$ cat src/rtl/dms_pkg.sv
// Shared types for the DRAM margin sweeper.
// Assumes a 64-bit beat and eight beats per cache line.
package dms_pkg;
    localparam int BEAT_BITS = 64;
    localparam int BEATS     = 8;
    localparam int BEAT_IW   = $clog2(BEATS);

    typedef enum logic [1:0] {
        OP_NONE   = 2'd0,
        OP_WRITE  = 2'd1,
        OP_ACCESS = 2'd2,
        OP_READ   = 2'd3
    } mem_op_e;

    typedef enum logic [2:0] {
        S_IDLE, S_WRITE, S_ACCESS, S_WAIT, S_READ, S_DRAIN, S_REPORT
    } seq_state_e;
endpackage

$ cat src/rtl/dms_lfsr.sv
// 64-bit Fibonacci shift register for the line pattern.
// Assumes the loaded value is non-zero; load wins over step.
module dms_lfsr (
    input  logic        clk,
    input  logic        rst_n,
    input  logic        load,
    input  logic [63:0] load_val,
    input  logic        step,
    output logic [63:0] q
);
    logic fb;

    // feedback taps for x^64 + x^63 + x^61 + x^60 + 1
    always_comb fb = q[63] ^ q[62] ^ q[60] ^ q[59];

    // load the seed or shift one position
    always_ff @(posedge clk) begin
        if (!rst_n)    q <= 64'h1;
        else if (load) q <= load_val;
        else if (step) q <= {q[62:0], fb};
    end

    // the pattern never reaches the all-zero lock-up state
    a_r4_never_zero: assert property (@(posedge clk) disable iff (!rst_n) q != 64'h0);
endmodule

$ cat src/rtl/dms_wait_timer.sv
// Retention-interval down counter.
// Loaded with a tick count of at least 1; `last` marks the final tick while running.
module dms_wait_timer #(
    parameter int CNT_W = 16
) (
    input  logic             clk,
    input  logic             rst_n,
    input  logic             load,
    input  logic [CNT_W-1:0] load_val,
    input  logic             run,
    output logic             last
);
    logic [CNT_W-1:0] cnt;

    // final tick when one count remains
    always_comb last = (cnt <= CNT_W'(1));

    // count down once per running cycle
    always_ff @(posedge clk) begin
        if (!rst_n)               cnt <= '0;
        else if (load)            cnt <= load_val;
        else if (run && !last)    cnt <= cnt - CNT_W'(1);
    end

    // each waiting cycle removes exactly one tick
    a_r3_tick_down: assert property (@(posedge clk) disable iff (!rst_n)
        (run && !last && !load) |=> cnt == $past(cnt) - CNT_W'(1));
endmodule

$ cat src/rtl/dms_err_acc.sv
// Saturating accumulator of mismatching bits between two beats.
// Assumes clr and en are never high together.
module dms_err_acc #(
    parameter int W     = 64,
    parameter int ERR_W = 16
) (
    input  logic             clk,
    input  logic             rst_n,
    input  logic             clr,
    input  logic             en,
    input  logic [W-1:0]     got,
    input  logic [W-1:0]     want,
    output logic [ERR_W-1:0] cnt
);
    localparam int POP_W = $clog2(W + 1);
    localparam logic [ERR_W-1:0] CNT_MAX = '1;

    logic [POP_W-1:0] pop;
    logic [ERR_W+POP_W-1:0] sum;

    // population count of the differing bits
    always_comb begin
        pop = '0;
        for (int i = 0; i < W; i++) pop = pop + POP_W'(got[i] ^ want[i]);
        sum = {{POP_W{1'b0}}, cnt} + {{ERR_W{1'b0}}, pop};
    end

    // clear per point, add with saturation
    always_ff @(posedge clk) begin
        if (!rst_n || clr) cnt <= '0;
        else if (en)       cnt <= (sum > {{POP_W{1'b0}}, CNT_MAX}) ? CNT_MAX : sum[ERR_W-1:0];
    end

    // the count never wraps back down between clears
    a_r7_no_wrap: assert property (@(posedge clk) disable iff (!rst_n)
        !clr |=> cnt >= $past(cnt));
    // a saturated count stays at its ceiling
    a_r7_sat_hold: assert property (@(posedge clk) disable iff (!rst_n)
        (!clr && cnt == CNT_MAX) |=> cnt == CNT_MAX);
endmodule

$ cat src/rtl/dram_margin_sweeper.sv
// Sweeps one DRAM timing code over a range. For each point it writes a batch of
// lines, accesses them at the reduced timing, waits a retention interval, reads
// them back and counts bit errors. Assumes read beats return in issue order and
// that the memory accepts one command per cycle.
module dram_margin_sweeper #(
    parameter int ADDR_W       = 24,
    parameter int TVAL_W       = 8,
    parameter int ERR_W        = 16,
    parameter int LINE_W       = 4,
    parameter int TICKS_PER_MS = 250000
) (
    input  logic              clk,
    input  logic              rst_n,
    input  logic              start,
    input  logic [1:0]        cfg_param_sel,
    input  logic [TVAL_W-1:0] cfg_lo,
    input  logic [TVAL_W-1:0] cfg_hi,
    input  logic [LINE_W-1:0] cfg_lines_m1,
    input  logic [ADDR_W-1:0] cfg_base,
    input  logic [2:0]        cfg_interval_sel,
    input  logic [63:0]       cfg_seed,
    input  logic [6:0]        temp_tag,
    output logic              mem_cmd_valid,
    output logic [1:0]        mem_cmd_op,
    output logic [ADDR_W-1:0] mem_cmd_addr,
    output logic [2:0]        mem_cmd_beat,
    output logic [63:0]       mem_wdata,
    output logic [1:0]        mem_timing_sel,
    output logic [TVAL_W-1:0] mem_timing_val,
    input  logic              mem_rvalid,
    input  logic [63:0]       mem_rdata,
    output logic              busy,
    output logic              done,
    output logic [TVAL_W-1:0] sweep_idx,
    output logic              res_valid,
    output logic [TVAL_W-1:0] res_index,
    output logic [TVAL_W-1:0] res_timing,
    output logic [ERR_W-1:0]  res_errors,
    output logic [6:0]        res_temp
);
    import dms_pkg::*;

    localparam int CNT_W   = $clog2(512 * TICKS_PER_MS + 1);
    localparam int RX_W    = LINE_W + BEAT_IW + 1;
    localparam logic [BEAT_IW-1:0] BEAT_LAST = BEAT_IW'(BEATS - 1);

    seq_state_e        state;
    logic [LINE_W-1:0] line_q, nl_q;
    logic [BEAT_IW-1:0] beat_q;
    logic [ADDR_W-1:0] base_q;
    logic [TVAL_W-1:0] tval_q, hi_q, idx_q;
    logic [1:0]        sel_q;
    logic [2:0]        isel_q;
    logic [63:0]       seed_q;
    logic [6:0]        temp_q;
    logic [RX_W-1:0]   rx_cnt, rx_total;
    logic [CNT_W-1:0]  ticks;
    logic [63:0]       pat, seed_in;
    logic              accept, line_end, batch_end, tmr_last, wait_end, more_points;
    mem_op_e           op;

    // decode of handy conditions
    always_comb begin
        accept      = (state == S_IDLE) && start;
        line_end    = (beat_q == BEAT_LAST);
        batch_end   = (line_q == nl_q);
        wait_end    = (state == S_WAIT) && tmr_last;
        more_points = (tval_q < hi_q);
        rx_total    = RX_W'((32'(nl_q) + 1) * BEATS);
        ticks       = CNT_W'((32'(isel_q) + 1) * 64 * TICKS_PER_MS);
        seed_in     = (cfg_seed == 64'h0) ? 64'h1 : cfg_seed;
    end

    // sequencing of phases and sweep points
    always_ff @(posedge clk) begin
        if (!rst_n) begin
            state  <= S_IDLE;
            line_q <= '0;
            beat_q <= '0;
            nl_q   <= '0;
            base_q <= '0;
            tval_q <= '0;
            hi_q   <= '0;
            idx_q  <= '0;
            sel_q  <= '0;
            isel_q <= '0;
            seed_q <= 64'h1;
            temp_q <= '0;
            done   <= 1'b0;
        end else begin
            case (state)
                S_IDLE: if (start) begin
                    nl_q   <= cfg_lines_m1;
                    base_q <= cfg_base;
                    tval_q <= cfg_lo;
                    hi_q   <= cfg_hi;
                    idx_q  <= '0;
                    sel_q  <= cfg_param_sel;
                    isel_q <= cfg_interval_sel;
                    seed_q <= seed_in;
                    temp_q <= temp_tag;
                    line_q <= '0;
                    beat_q <= '0;
                    done   <= 1'b0;
                    state  <= S_WRITE;
                end
                S_WRITE, S_READ: begin
                    beat_q <= beat_q + BEAT_IW'(1);
                    if (line_end) begin
                        beat_q <= '0;
                        line_q <= batch_end ? '0 : line_q + LINE_W'(1);
                        if (batch_end) state <= (state == S_WRITE) ? S_ACCESS : S_DRAIN;
                    end
                end
                S_ACCESS: begin
                    line_q <= batch_end ? '0 : line_q + LINE_W'(1);
                    if (batch_end) state <= S_WAIT;
                end
                S_WAIT: if (tmr_last) state <= S_READ;
                S_DRAIN: if (rx_cnt == rx_total) state <= S_REPORT;
                S_REPORT: begin
                    if (more_points) begin
                        tval_q <= tval_q + TVAL_W'(1);
                        idx_q  <= idx_q + TVAL_W'(1);
                        state  <= S_WRITE;
                    end else begin
                        done  <= 1'b1;
                        state <= S_IDLE;
                    end
                end
                default: state <= S_IDLE;
            endcase
        end
    end

    // count returned read beats of the current point
    always_ff @(posedge clk) begin
        if (!rst_n || wait_end) rx_cnt <= '0;
        else if (mem_rvalid)    rx_cnt <= rx_cnt + RX_W'(1);
    end

    dms_lfsr u_pat (
        .clk      (clk),
        .rst_n    (rst_n),
        .load     (accept || wait_end || (state == S_REPORT && more_points)),
        .load_val (accept ? seed_in : seed_q),
        .step     ((state == S_WRITE) || mem_rvalid),
        .q        (pat)
    );

    dms_wait_timer #(.CNT_W(CNT_W)) u_wait (
        .clk      (clk),
        .rst_n    (rst_n),
        .load     ((state == S_ACCESS) && batch_end),
        .load_val (ticks),
        .run      (state == S_WAIT),
        .last     (tmr_last)
    );

    dms_err_acc #(.W(BEAT_BITS), .ERR_W(ERR_W)) u_err (
        .clk   (clk),
        .rst_n (rst_n),
        .clr   (wait_end),
        .en    (mem_rvalid && (state == S_READ || state == S_DRAIN)),
        .got   (mem_rdata),
        .want  (pat),
        .cnt   (res_errors)
    );

    // command port and status outputs
    always_comb begin
        case (state)
            S_WRITE:  op = OP_WRITE;
            S_ACCESS: op = OP_ACCESS;
            S_READ:   op = OP_READ;
            default:  op = OP_NONE;
        endcase
        mem_cmd_valid  = (op != OP_NONE);
        mem_cmd_op     = op;
        mem_cmd_addr   = base_q + ADDR_W'(line_q);
        mem_cmd_beat   = (state == S_ACCESS) ? 3'd0 : 3'(beat_q);
        mem_wdata      = (state == S_WRITE) ? pat : 64'h0;
        mem_timing_sel = sel_q;
        mem_timing_val = tval_q;
        busy           = (state != S_IDLE);
        sweep_idx      = idx_q;
        res_valid      = (state == S_REPORT);
        res_index      = idx_q;
        res_timing     = tval_q;
        res_temp       = temp_q;
    end

    // no command leaves an idle block
    a_r1_cmd_needs_busy: assert property (@(posedge clk) disable iff (!rst_n)
        mem_cmd_valid |-> busy);
    // reads start only once the retention wait is over
    a_r2_read_after_wait: assert property (@(posedge clk) disable iff (!rst_n)
        (state == S_READ && $past(state) != S_READ) |-> $past(state) == S_WAIT);
    // each further point advances the code by exactly one step
    a_r6_step_one: assert property (@(posedge clk) disable iff (!rst_n)
        (state == S_REPORT && more_points) |=> tval_q == $past(tval_q) + TVAL_W'(1));
    // a start during a run leaves the point and its setup untouched
    a_r9_start_ignored: assert property (@(posedge clk) disable iff (!rst_n)
        (busy && start && state != S_REPORT) |=> ($stable(tval_q) && $stable(base_q) && $stable(temp_q)));
endmodule

$ cat config.mk
export PLATFORM = sky130hd
export DESIGN_NAME = dram_margin_sweeper
export DESIGN_NICKNAME = d
export VERILOG_FILES = /design/src/rtl/dms_pkg.sv /design/src/rtl/dms_lfsr.sv /design/src/rtl/dms_wait_timer.sv /design/src/rtl/dms_err_acc.sv /design/src/rtl/dram_margin_sweeper.sv
export SDC_FILE = /design/constraint.sdc
export NUM_CORES = 1
export LEC_CHECK = 0
export BUFFER_PORTS_ARGS = -buffer_cell sky130_fd_sc_hd__clkbuf_2
export CAP_MARGIN = 30
export CORE_MARGIN = 5
export CORE_UTILIZATION = 45
export CTS_CLUSTER_SIZE = 14
export DETAILED_ROUTE_END_ITERATION = 8
export GPL_TIMING_DRIVEN = 0
export PLACE_DENSITY = 0.69
export SYNTH_ARGS = -nofsm -noshare
export SYNTH_HDL_FRONTEND = slang
export SYNTH_SLANG_ARGS = --single-unit
$ cat constraint.sdc
create_clock -name clk -period 16.3 [get_ports clk]
set_clock_uncertainty 0.05 [all_clocks]
set_input_delay 0.815 -clock clk [delete_from_list [all_inputs] [get_ports clk]]
set_output_delay 0.815 -clock clk [all_outputs]
set_load 0.03 [all_outputs]
---- After elaboration in Yosys (flattened, before gate mapping) ----
Cells that the tools add are included.
cells by class
  bitwise logic cells ..................... 68
  reduce and logical (&&, ||, !) cells .... 30
  equal/unequal tests ..................... 17
  multiplexer cells ....................... 35
  order comparisons ....................... 3
  add/subtract/negate cells ............... 73
  multipliers ............................. 1
operators with widths
  operator               number
  $add 7x7->7            63
  $mux 64                5
  $xor 1x1->1            67
  $logic_not 64->1       1
  $mux 27                2
  $mux 8                 4
  $pmux 8 s2             2
  $mux 3                 10
  $le 27x1->1 const B    1
  $sub 27x1->27 const B  1
  $add 24x4->24          1
  $add 8x1->8 const B    3
  $gt 23x16->1 const B   1
  $pmux 3 s6             1
  $add 16x7->17          1
  $mul 4x14->17 const B  1
  $mux 16                1
  $ne 2x2->1 const B     7
  $eq 3x3->1 const B     4
  $mux 4                 3
  $pmux 4 s3             1
  $reduce_bool 2->1      5
  $reduce_and 3->1       3
  $eq 8x8->1             1
  22 further kinds       38
storage, ports and cells
  input bits .............................. 188
  logic and storage cells ................. 245
  flip-flop bits (word level) ............. 254

---- Longest topological paths before layout ----
Gate-level depths: netlist of the first run.
  word-level depth ........................ 67
  mapped depth ............................ 30

---- Modules after synthesis ----
A second synthesis of the first run with hierarchy kept.
unflattened totals
  cells, all modules ...................... 1942
  area total of the unflattened synthesis .. 15881.5 sq um
modules (own cells, without submodules)
  module               cells an instance  instances  area each (sq um)
  dram_margin_sweeper  1046               1          7860.0
  dms_err_acc          308                1          3158.0
  dms_lfsr             345                1          2977.9
  dms_wait_timer       243                1          1885.6

---- Worst setup path before layout of the first run ----
No wires, ideal clock.
  kind .................................... input-to-reg
  start point ............................. input port mem_rdata[29]
  end point ............................... register u_err.cnt[13]
  path buffers ............................ 1
  path slack .............................. 8.507 ns
  arrival time ............................ 7.665 ns
  stages on the path ...................... 29
  library setup time ...................... 0.078 ns
  cell sequence ........................... xnor2_1 > fa_1 > inv_1 > fa_1 > inv_1 > fa_1 > fa_1 > inv_1 > fa_1 > fa_1 > inv_1 > fa_1 > fa_1 > inv_1 > ha_1 > fa_1 > a21oi_1 > nor2_1 > nor2_1 > xnor2_1 > ha_1 > o211a_1 > o31ai_1 > a21oi_1 > a21oi_1 > or2_2 > clkbuf_1 > and4_1 > nor3_1
on the way
  longest elaborated chain between the ends .. 39
RTL lines
  what                            RTL line                   RTL
  start, declared                 dram_margin_sweeper.sv:31  input logic [63:0] mem_rdata,
  $xor 1x1->1 (*)                 dms_err_acc.sv:24          for (int i = 0; i < W; i++) pop = pop + POP_W'(got[i] ^ want[i]);
  $add 7x7->7 (*) (35 in series)  dms_err_acc.sv:24
  $add 16x7->17 (*)               dms_err_acc.sv:25          sum = {{POP_W{1'b0}}, cnt} + {{ERR_W{1'b0}}, pop};
  $gt 23x16->1                    dms_err_acc.sv:31          else if (en) cnt <= (sum > {{POP_W{1'b0}}, CNT_MAX}) ? CNT_MAX : sum[ERR_W-1:0];
  $mux 16 (*)                     dms_err_acc.sv:31
  end signal, assigned            dms_err_acc.sv:31
  end, declared                   dms_err_acc.sv:13          output logic [ERR_W-1:0] cnt
Mark *: on every way between the ends. The rest lies on a longest branch, timed or not.
A chain may end at the register's enable or synchronous reset.

---- Worst setup path in the final report of the first run ----
  start point ............................. register u_pat.q[0]
  end point ............................... register u_err.cnt[13]
on the way
  longest elaborated chain between the ends .. 67
RTL lines
  what                            RTL line           RTL
  start, declared                 dms_lfsr.sv:9      output logic [63:0] q
  start signal, assigned          dms_lfsr.sv:19     else if (load) q <= load_val;
  start signal, assigned          dms_lfsr.sv:20     else if (step) q <= {q[62:0], fb};
  $xor 1x1->1 (*)                 dms_err_acc.sv:24
  $add 7x7->7 (*) (63 in series)  dms_err_acc.sv:24
  $add 16x7->17 (*)               dms_err_acc.sv:25
  $gt 23x16->1                    dms_err_acc.sv:31
  $mux 16 (*)                     dms_err_acc.sv:31
Marks and branches as above.

==> results of run 1 <==
[sequential cells by signal, indices dropped and copies added, names as in the netlist, 3 cells and up]
register	flops
res_index	8
seed_q	64
res_temp	7
u_wait.cnt	27
isel_q	3
beat_q	3
line_q	4
base_q	24
u_pat.q	64
hi_q	8
nl_q	4
rx_cnt	8
mem_timing_val	8
state	3
u_err.cnt	16
[logic make-up after synthesis]
| logic type | after synthesis | share of synthesized area (%) |
|---|---|---|
| AO/OA/AOI/OAI | 252 | 10.5 |
| XOR/XNOR | 154 | 9.07 |
| adder cells (fa/ha/maj) | 118 | 13.0 |
| buffers and inverters | 186 | 5.36 |
| flip-flops | 254 | 34.2 |
| multiplexers | 133 | 9.48 |
| AND/OR/NAND/NOR | 582 | 18.4 |
[placed cells by master (no fill, tap or decap), drive strengths merged, types with 41 or more instances in the layout]
cell type / Yosys / routed
a211oi: 71 / 71
a21oi: 97 / 97
and2: 70 / 70
buf: 41 / 42
clkbuf: 63 / 444
dfxtp: 254 / 254
fa: 61 / 61
ha: 57 / 57
inv: 82 / 84
mux2: 63 / 63
mux2i: 70 / 70
nand2: 156 / 156
nor2: 211 / 211
o21ai: 41 / 41
xnor2: 84 / 84
xor2: 70 / 70
[metrics by stage]
step,area [sq um],util [%],setup WS [ps],std cells,hold slack [ps]
final,18200,55.7,8130,2514,409
after global routing,18200,55.7,7790,2514,398
after CTS,18200,55.7,8120,2513,393
after detailed placement,17100,52.5,7700,2462,398
after global placement,17100,52.5,7750,2461,394
after floorplan,14900,-,8510,1679,386
[synth_stat cells (4+ instances only)]
| cell | number |
|---|---|
| sky130_fd_sc_hd__dfxtp_1 | 254 |
| sky130_fd_sc_hd__nor2_1 | 211 |
| sky130_fd_sc_hd__nand2_1 | 156 |
| sky130_fd_sc_hd__a21oi_1 | 97 |
| sky130_fd_sc_hd__xnor2_1 | 84 |
| sky130_fd_sc_hd__inv_1 | 81 |
| sky130_fd_sc_hd__a211oi_1 | 71 |
| sky130_fd_sc_hd__and2_1 | 70 |
| sky130_fd_sc_hd__mux2i_1 | 70 |
| sky130_fd_sc_hd__xor2_1 | 70 |
| sky130_fd_sc_hd__clkbuf_1 | 63 |
| sky130_fd_sc_hd__mux2_2 | 63 |
| sky130_fd_sc_hd__fa_1 | 61 |
| sky130_fd_sc_hd__ha_1 | 57 |
| sky130_fd_sc_hd__o21ai_0 | 38 |
| sky130_fd_sc_hd__nor4_1 | 28 |
| sky130_fd_sc_hd__nor3_1 | 26 |
| sky130_fd_sc_hd__buf_4 | 23 |
| sky130_fd_sc_hd__nand3_1 | 22 |
| sky130_fd_sc_hd__nand4_1 | 18 |
| sky130_fd_sc_hd__buf_2 | 10 |
| sky130_fd_sc_hd__and3_1 | 9 |
| sky130_fd_sc_hd__nor2b_1 | 9 |
| sky130_fd_sc_hd__buf_1 | 8 |
| sky130_fd_sc_hd__a21o_1 | 7 |
| sky130_fd_sc_hd__or3_1 | 7 |
| sky130_fd_sc_hd__a31oi_1 | 5 |
| sky130_fd_sc_hd__nand2b_1 | 4 |
| sky130_fd_sc_hd__nand3b_1 | 4 |
| sky130_fd_sc_hd__o21bai_1 | 4 |
| sky130_fd_sc_hd__o22ai_1 | 4 |
[worst max path at each step]
stage	startpoint	end	slack (ps)	cells past startpoint
floorplan	mem_rdata[29]	u_err.cnt[13]	8510	29
global placement	mem_rdata[0]	u_err.cnt[13]	7750	28
detailed placement	mem_rdata[0]	u_err.cnt[13]	7700	28
CTS	u_pat.q[0]	u_err.cnt[13]	8120	27
global route	u_pat.q[0]	u_err.cnt[13]	7790	27
finish	u_pat.q[0]	u_err.cnt[13]	8130	27
[final cells by class]
cell class	count	area [sq um]	area share (%)
multi-input combinational	1239	8990	49.5
sequential	254	5080	28.0
timing repair buffer	341	1710	9.39
clock buffer	41	841	4.63
tap	442	553	3.04
buffer	104	489	2.69
inverter	82	308	1.69
clock inverter	10	196	1.08
antenna	1	2.50	0.0138
[critical path, cell delays in order, from the launching register on]
cell and delay [ps]:
sky130_fd_sc_hd__dfxtp_1 490, sky130_fd_sc_hd__xnor2_1 160, sky130_fd_sc_hd__fa_1 600, sky130_fd_sc_hd__inv_1 80, sky130_fd_sc_hd__fa_1 530, sky130_fd_sc_hd__fa_1 520, sky130_fd_sc_hd__fa_1 520, sky130_fd_sc_hd__fa_1 530
sky130_fd_sc_hd__fa_1 550, sky130_fd_sc_hd__inv_1 60, sky130_fd_sc_hd__fa_1 500, sky130_fd_sc_hd__fa_1 540, sky130_fd_sc_hd__inv_1 40, sky130_fd_sc_hd__ha_1 230, sky130_fd_sc_hd__fa_1 420, sky130_fd_sc_hd__a21oi_1 160
sky130_fd_sc_hd__nor2_1 50, sky130_fd_sc_hd__nor2_1 140, sky130_fd_sc_hd__xnor2_1 170, sky130_fd_sc_hd__ha_1 320, sky130_fd_sc_hd__o211a_1 150, sky130_fd_sc_hd__o31ai_1 90, sky130_fd_sc_hd__a21oi_1 110, sky130_fd_sc_hd__a21oi_1 330
sky130_fd_sc_hd__or2_2 180, sky130_fd_sc_hd__clkbuf_1 220, sky130_fd_sc_hd__and4_1 230, sky130_fd_sc_hd__nor3_1 40
[layer usage]
metal,global-route usage [%],routed length [um]
met1,31.5,20000
met2,36.5,20100
met3,4.80,2890
met4,6.88,1310
met5,0,13
==> flow_results.org, run 1 <==
** Routing
- Mean routed wirelength per cell :: 17.6 um
- Vias per Instance :: 5.21
- Routed via count :: 13089
- Total iterations of the first detailed-routing run :: 6
- For this run, design rule violations remaining after detail routing come to 0.
- For this block, the initial DRC count from the detailed router was 560.
- Once detail routing completed, the nets flagged for antenna violations numbered 0.
- Wires add up to 44300 um.

** Min path
- Tightest Hold Check Type :: flop to flop
- For hold timing, the worst endpoint is hi_q[5].
- Min-Delay Startpoint :: hi_q[5]
- Hold depth :: 2

** Die
- Boundary Pins :: 342
- From bottom edge to top edge, the die measures 192 um.
- Area of the core :: 32600 sq um
- After floorplanning, the core was divided into 66 placement rows.
- The die covers 36800 sq um.
- The initial utilization of the core area, before any placement, comes to 45.6%.
- Measured along the x axis, the die boundary spans 192 um.

** Critical path
- Capturing element type of the critical path :: flop
- The worst register-to-register path begins at u_pat.q[0].
- R2R cell count :: 27
- FF-to-FF End :: u_err.cnt[13]
- Data arrives at the worst endpoint at 8560 ps.
- Of all nets on the critical path, the largest fanout is 6.
- Required time at the endpoint of the critical path :: 16680 ps
- Across all register-to-register paths, the minimum setup slack is 8130 ps.
- The critical path in this run is classified as flop to flop.
- STA classifies the critical path startpoint as a flop.

** Clock tree
- Library cell used as clock root buffer :: sky130_fd_sc_hd__clkbuf_16
- The clock passes through at most 3 buffers.
- Once the clock tree was built, the setup fixing pass inserted 0 buffers.
- Later-pin clock latency in the skew report :: 570 ps
- The clock drives 254 sinks.
- Gates resized during post-CTS repair numbered 0.
- Clock-pin transition on the worst setup and hold timing paths :: 60 ps
- CTS built an H-tree with a depth of 1.
- Number of buffers added by the clock tree synthesis step :: 29
- TritonCTS built the clock tree.
- Total of hold buffers inserted after clock tree synthesis :: 0

** Synthesis
- Cell type contributing the most total cell area after synthesis :: sky130_fd_sc_hd__dfxtp_1
- Syn_area_per_cell :: 8.86 sq um
- Proportion of synthesized chip area in sequential cells :: 34.2%
- Mapped Cells :: 1679
- Yosys printed 0 warnings.
- Counting flops with a built-in enable in the synthesized netlist gives 0.
- Counting distinct cell types in the post-synthesis netlist gives 60.
- Cell Area, Synth :: 14900 sq um
- Post-Syn Nets :: 1985
- Fraction of registers with async set/reset :: 0%
- In the synthesized netlist the dominant register cell turns out to be sky130_fd_sc_hd__dfxtp_1.
- The share of synthesized area in the top cell type comes to 34.2%.
- Synth top area cells :: sky130_fd_sc_hd__dfxtp_1, sky130_fd_sc_hd__fa_1, sky130_fd_sc_hd__nor2_1
- Synthesis inferred 254 register bits.

** Cells and area
- Share of cells above drive strength 1 :: 23.8%
- Area growth from synthesis to layout :: 22.2%
- Nets :: 2357
- The layout has 3010 filler cells.

** Run status
- Run status :: finished, final reports clean

** Timing
- Summed over all failing endpoints, the final setup total negative slack is 0 ps.
- The final count of pins violating max slew is 0.
- Endpoints failing setup :: 0
- Setup repair after global routing missed its margin :: false
- Min Tclk post-route :: 8170 ps
- For the pin with the worst max-slew slack, the measured transition is 889 ps.
- Timing would allow up to 122 MHz.
- In this run the tightest slew margin relative to its limit is 40.7%.
- Final Hold Vio Count :: 0
- Fraction of the cycle the final worst path needs :: 50.1%

** GRT
- Entering global routing, the biggest net connects 16 pins.
- The number of antenna violations at the first check in global routing was 2.
- After global routing the overflow that remains totals 0.
- The first global-routing pass estimated 67900 um of wire.
- Global-route usage over all layers :: 22.9%
- The via count of the first global-routing pass is 12739.

** Place
- Final estimated routing congestion in global placement :: 0.934
- Detailed placement ended at an HPWL of 35300 um.
- IO buf count :: 340

** Flow run
- Number of maximum-capacitance violations :: 0
Power of run 1 is not shown: default switching activity piles up to over one toggle a cycle in this logic, so the estimate is an artifact.
==> run 2, diff against run 1 <==
==> constraint.sdc (replaced) <==
create_clock -name clk -period 8.26 [get_ports clk]
set_clock_uncertainty 0.05 [all_clocks]
set_input_delay 0.413 -clock clk [delete_from_list [all_inputs] [get_ports clk]]
set_output_delay 0.413 -clock clk [all_outputs]
set_load 0.03 [all_outputs]
==> flow_results.org, run 2 (synthesized netlist as in run 1, its figures left out) <==
** Clock tree
- After clock tree synthesis, the clock-pin slew on the worst setup and hold paths is 60 ps.
- CTS built an H-tree with a depth of 1.
- TritonCTS built the clock tree.
- Clock latency on the worst-skew pair, taken at its later pin, is 570 ps.
- # clock sinks :: 254
- The tree is rooted in a sky130_fd_sc_hd__clkbuf_16.
- Number of buffers added by the clock tree synthesis step :: 29
- In this run the post-CTS setup repair buffer count came out at 0.
- Clock Path Buffers :: 3

** Die
- Pin placement for this block handled 342 I/O pins.
- Area of the core :: 32600 sq um
- The initial utilization of the core area, before any placement, comes to 45.6%.
- Measured along the x axis, the die boundary spans 192 um.
- After floorplanning, the core was divided into 66 placement rows.
- Height of the die :: 192 um
- The die covers 36800 sq um.

** Routing
- Detailed-route DRC error count :: 0
- Mean routed wirelength per cell :: 17.7 um
- Vias per Instance :: 5.21
- Violation count after the first detailed-route iteration :: 571
- For this run, the detailed router's first-pass iteration total came to 6.
- Routed wire length :: 44600 um
- Antenna Nets Post-Route :: 0
- Across all layers, the routed design uses 13178 vias.

** GRT
- In the global route stage, overall resource usage came out at 23.1%.
- The number of antenna violations at the first check in global routing came to 2.
- First-pass GRT wire length :: 68400 um
- The total overflow left after global routing is 0.
- Entering global routing, the biggest net connects 16 pins.
- The via count of the first global-routing pass came to 12800.

** Place
- Buffers placed on the I/O ports in this run total 340.
- Final HPWL DP :: 35300 um
- The congestion estimate from routability-driven global placement came to 0.934.
- Area after detailed placement :: 17100 sq um

** Critical path
- The worst setup path is launched from a flop.
- Data arrives at the worst endpoint at 8400 ps.
- The worst setup path is captured at a flop.
- The slowest stage of the critical path belongs to the cell sky130_fd_sc_hd__fa_1.
- R2R cell count :: 30
- The largest single stage delay on the critical path is 570 ps.
- Cell occurring most often along the worst timing path :: sky130_fd_sc_hd__fa_1
- Worst setup path class :: flop to flop
- Data on the critical path is required at its endpoint by 8690 ps.
- Maximum fanout along the worst path :: 6

** Timing
- Worst-Margin Slew :: 901 ps
- The hold violation count in the final report came to 0.
- Relative slew slack :: 39.9%
- Endpoints failing setup :: 0
- The smallest clock period supported by the final layout is computed as 7970 ps.
- Max-slew violation count :: 0
- After routing, the total negative slack on setup checks comes to 0 ps.
- The worst path uses 96.5% of the clock period.
- Setup repair after global routing missed its margin :: false
- Static timing analysis puts the maximum clock frequency at 125 MHz.
- Hold slack final :: 17.3 ps

** Cells and area
- # fillers :: 2990
- Nets :: 2370
- Once layout is done, the placed cells without fillers occupy 18300 sq um.
- The area growth from synthesis to layout is 23.2%.
- The library cell used most frequently in the layout, excluding fill and tap cells, is sky130_fd_sc_hd__clkbuf_2.
- Once layout is complete, the utilization of the core stands at 56.2%.
- The post-route netlist has 24.0% of its cells at a drive strength greater than 1.
- The largest registers in the layout are seed_q x64, u_pat.q x64, u_wait.cnt x27.
- Top library cells by usage in the layout, fill and taps aside :: sky130_fd_sc_hd__clkbuf_2, sky130_fd_sc_hd__dfxtp_1, sky130_fd_sc_hd__nor2_1

** Min path
- Tightest Hold Check Type :: primary input to flop
- Along the worst hold path, the cell count comes to 3.

** Run status
- Run status :: finished, final reports clean

** Flow run
- Across the run, the number of max-cap violations was 0.
## run 2: changes by cell type in the layout (fill, tap and decap cells not counted), sizes merged
cell         change
dlygate4sd3     +13
## run 2: metrics by stage
step                      std cells  setup slack [ps]
after floorplan                1679               869
after global placement         2461               107
after detailed placement       2462              57.8
after CTS                      2526              80.7
after global routing           2527              1.70
final                          2527               286
## run 2: routing by layer
| metal | up-vias | track usage, % | share of wire [%] |
|---|---|---|---|
| met3 | 83 | 4.87 | 6.8 |
| li1 | 6438 | - | - |
| met1 | 6252 | 31.5 | 45 |
| met2 | 403 | 36.9 | 46 |
| met5 | - | 0 | 0.029 |
| met4 | 2 | 7.07 | 3.0 |
## run 2: critical path: cells and delay by family (launching register included)
family	cells	cell delay [ps]
AO/OA/AOI/OAI	4	510
buffers and inverters	6	450
XOR/XNOR	1	120
flip-flops	1	390
AND/OR/NAND/NOR	8	1140
adder cells (fa/ha/maj)	11	5200
## run 2: final timing paths
path | from | end | slack (ps)
setup / recovery | u_pat.q[29] | u_err.cnt[13] | 290
hold / removal | cfg_base[7] | base_q[7] | 20
setup reg to reg | u_pat.q[29] | u_err.cnt[13] | 290
hold reg to reg | hi_q[7] | hi_q[7] | 410
## run 2: cell type report
| class | count | area (sq um) | share of cell area [%] |
|---|---|---|---|
| multi-input cells | 1239 | 9010 | 49.2 |
| flip-flops and latches | 254 | 5090 | 27.8 |
| repair buffers | 354 | 1840 | 10.0 |
| clock buffers | 41 | 841 | 4.59 |
| well taps | 442 | 553 | 3.02 |
| plain buffers | 104 | 489 | 2.67 |
| inverters | 82 | 308 | 1.68 |
| clock inverters | 10 | 196 | 1.07 |
| diodes | 1 | 2.50 | 0.0137 |
## run 2: repair_timing
action | 4_1_cts | 5_1_grt
endpoints found under the setup margin | 0 | 13
hold buffers | 13 | 0
endpoints found under the hold margin | 13 | 0
gates resized for setup | 0 | 8
Power of run 2 is left out for the same reason.
==> run 3, diff against run 2 <==
--- a/config.mk
+++ b/config.mk
@@ -5,6 +5,7 @@
 export SDC_FILE = /design/constraint.sdc
 export NUM_CORES = 1
 export LEC_CHECK = 0
+export ABC_AREA = 1
 export BUFFER_PORTS_ARGS = -buffer_cell sky130_fd_sc_hd__clkbuf_2
 export CAP_MARGIN = 30
 export CORE_MARGIN = 5
@@ -12,7 +13,7 @@
 export CTS_CLUSTER_SIZE = 14
 export DETAILED_ROUTE_END_ITERATION = 8
 export GPL_TIMING_DRIVEN = 0
-export PLACE_DENSITY = 0.69
+export PLACE_DENSITY = 0.67
 export SYNTH_ARGS = -nofsm -noshare
 export SYNTH_HDL_FRONTEND = slang
 export SYNTH_SLANG_ARGS = --single-unit
==> flow_results.org, run 3 <==
** Run status
- The run finished with clean final reports.

** Clock tree
- # clock sinks :: 254
- Number of buffers added by the clock tree synthesis step :: 30
- TritonCTS clock tree :: done
- Buffers inserted during post-CTS setup optimization :: 0
- In this run the number of H-tree levels came out at 1.
- Clock Path Buffers :: 3
- Clock-pin transition on the worst setup and hold timing paths :: 60 ps
- Clock tree synthesis selected as its root buffer the cell sky130_fd_sc_hd__clkbuf_16.
- The later pin in the worst-skew pair is clocked with a latency of 560 ps.
- In this run, post-CTS repair resized a total of 0 instances.
- Total of hold buffers inserted after clock tree synthesis :: 0

** Cells and area
- Share of cells above drive strength 1 :: 17.1%
- The library cell used most frequently in the layout, excluding fill and tap cells, is sky130_fd_sc_hd__nand2_1.
- Top library cells by usage in the layout, fill and taps aside :: sky130_fd_sc_hd__nand2_1, sky130_fd_sc_hd__inv_1, sky130_fd_sc_hd__nor2_1
- Non-filler instance count after layout :: 3455
- Area growth from synthesis to layout :: 19.6%
- Nets :: 3228
- The largest registers in the layout are seed_q x64, u_pat.q x64, u_wait.cnt x27.

** GRT
- The via count of the first global-routing pass came to 16794.
- Global route overflow :: 0
- Pin count of the biggest net entering global routing :: 15
- Initial antenna violation count :: 2
- Global-route usage over all layers :: 26.2%
- The first global-routing pass estimated 89400 um of wire.

** Timing
- The routed design could run at a clock period as short as 7770 ps.
- The hold violation count in the final report was 0.
- At the pin with the least slew margin, the transition time is 816 ps.
- Setup repair after global routing left no endpoint under its margin.
- Fraction of the cycle the final worst path needs :: 94.1%
- Sum of negative setup slack :: 0 ps
- Max-slew violation count :: 0
- Endpoints failing setup :: 0
- Relative slew slack :: 45.6%
- Maximum frequency from static timing analysis :: 129 MHz

** Synthesis
- Cell Area, Synth :: 17100 sq um
- By count the netlist is led by sky130_fd_sc_hd__nand2_1, sky130_fd_sc_hd__inv_1, sky130_fd_sc_hd__nor2_1.
- Proportion of synthesized chip area in sequential cells :: 29.7%
- Cell type contributing the most total cell area after synthesis :: sky130_fd_sc_hd__dfxtp_1
- After synthesis, the largest family of logic cells by area is simple AND/OR/NAND/NOR gates.
- Total of flip-flops plus latches after synthesis :: 254
- Mapped Cells :: 2547
- In the synthesized netlist the async set-or-reset flop fraction comes to 0%.
- Share of synthesized cell area in and, or, nand and nor gates :: 29.4%
- Share of the synthesized area in compound gates (AO/OA/AOI/OAI) :: 8.48%
- Number of synthesized flops with an enable pin :: 0
- Yosys printed 0 warnings.
- The number of different library cells used by synthesis comes to 45.
- Syn_area_per_cell :: 6.71 sq um
- In the post-synthesis netlist, the cell with the most instances is sky130_fd_sc_hd__nand2_1.
- Post-Syn Nets :: 2853
- Mux contribution to synthesized area :: 0.117%
- Of the total synthesized cell area, the portion taken by XOR and XNOR cells is 6.81%.
- Share of Yosys cell area claimed by the top area cell type :: 29.7%
- Adder-cell area share of the yosys netlist :: 11.3%
- Leading register cell type out of synthesis :: sky130_fd_sc_hd__dfxtp_1
- After synthesis, the cell types taking the most area are sky130_fd_sc_hd__dfxtp_1, sky130_fd_sc_hd__nand2_1, sky130_fd_sc_hd__inv_1.

** Die
- Die Outline Area :: 42000 sq um
- Once the floorplan was initialized, standard cells occupied 45.5% of the core.
- In this run the core area contains 71 standard-cell rows.
- Chip width :: 205 um
- Height of the die :: 205 um
- After floorplanning, the core was sized to cover 37600 sq um.
- Boundary Pins :: 342

** Place
- Counting tap cells, the placed design contains a total of 3401 instances.
- Final estimated routing congestion in global placement :: 0.943
- IO buf count :: 341
- Detailed placement finished with a half-perimeter wire length of 45300 um.

** Critical path
- STA classifies the critical path endpoint as a flop.
- For the worst setup path, the data required time is 8690 ps.
- Sort of element at the start of the critical path :: flop
- Maximum fanout along the worst path :: 6
- On the worst path, the slowest cell contributes a delay of 630 ps.
- CP max-delay cell :: sky130_fd_sc_hd__fa_1
- Data arrival time at the worst-slack endpoint :: 8210 ps
- Worst setup path class :: flop to flop
- By instance count, the cell type seen most on the critical path is sky130_fd_sc_hd__fa_1.

** Routing
- Mean routed wirelength per cell :: 16.4 um
- Routed wire length :: 56600 um
- Vias per Instance :: 5.01
- Violation count after the first detailed-route iteration :: 1239
- The count of nets left with antenna violations once routing finished came out at 0.
- Total iterations of the first detailed-routing run :: 6
- Detailed-route DRC error count :: 0
- For this block, the via count after detailed routing is 17323.

** Flow run
- Number of maximum-capacitance violations :: 0

** Min path
- Tightest Hold Check Type :: primary input to flop
[run 3: metal layers]
| layer | global-route usage, % | wire (um) |
|---|---|---|
| met2 | 43.2 | 25900 |
| met3 | 4.78 | 4500 |
| met4 | 6.70 | 1510 |
| met5 | 0 | 0 |
| met1 | 35.7 | 24700 |
[run 3: through the flow]
step	cell area (sq um)	utilization [%]	hold WS, ps	setup WS (ps)
3_5_place_dp	19500	51.8	406	312
2_1_floorplan	17100	-	383	949
5_1_grt	20500	54.4	23.3	16.2
3_3_place_gp	19400	51.8	396	365
4_1_cts	20500	54.4	1.66	460
6_report	20500	54.4	21.5	487
[run 3: kinds of logic (layout without fill, tap and decap cells)]
| kind of cell | Yosys count | in the layout |
|---|---|---|
| and+or+nand+nor | 1183 | 1183 |
| buffers and inverters | 579 | 974 |
| AOI/OAI and AO/OA | 278 | 278 |
| DFF | 254 | 254 |
| xor gates and xnor gates | 133 | 133 |
| adders and majority gates | 118 | 118 |
| muxes | 2 | 2 |
| other | 0 | 2 |
[run 3: critical path, delay by kind of cell (launching register included)]
kind	cells	cell delay (ps)
AO/OA/AOI/OAI	1	130
XOR/XNOR	2	330
adder cells (fa/ha/maj)	11	5270
buffers and inverters	6	340
flip-flops	1	320
AND/OR/NAND/NOR	11	1250
[run 3: worst paths after layout]
kind         slack, ps       endpoint         from  cells past startpoint
max                490  u_err.cnt[15]  u_pat.q[11]                     31
min                 20      base_q[2]  cfg_base[2]                      3
max reg2reg        490  u_err.cnt[15]  u_pat.q[11]                     31
min reg2reg        410        hi_q[6]      hi_q[6]                      2
[run 3: layout make-up]
type | instances | area (sq um)
Antenna cell | 2 | 5.00
Clock buffer | 47 | 926
Timing Repair Buffer | 343 | 1730
Tap cell | 511 | 639
Fill cell | 3836 | 17100
Multi-Input combinational cell | 1714 | 9610
Sequential cell | 254 | 5080
Buffer | 135 | 743
Inverter | 444 | 1670
Clock inverter | 5 | 52.6
Power of run 3 is left out for the same reason.
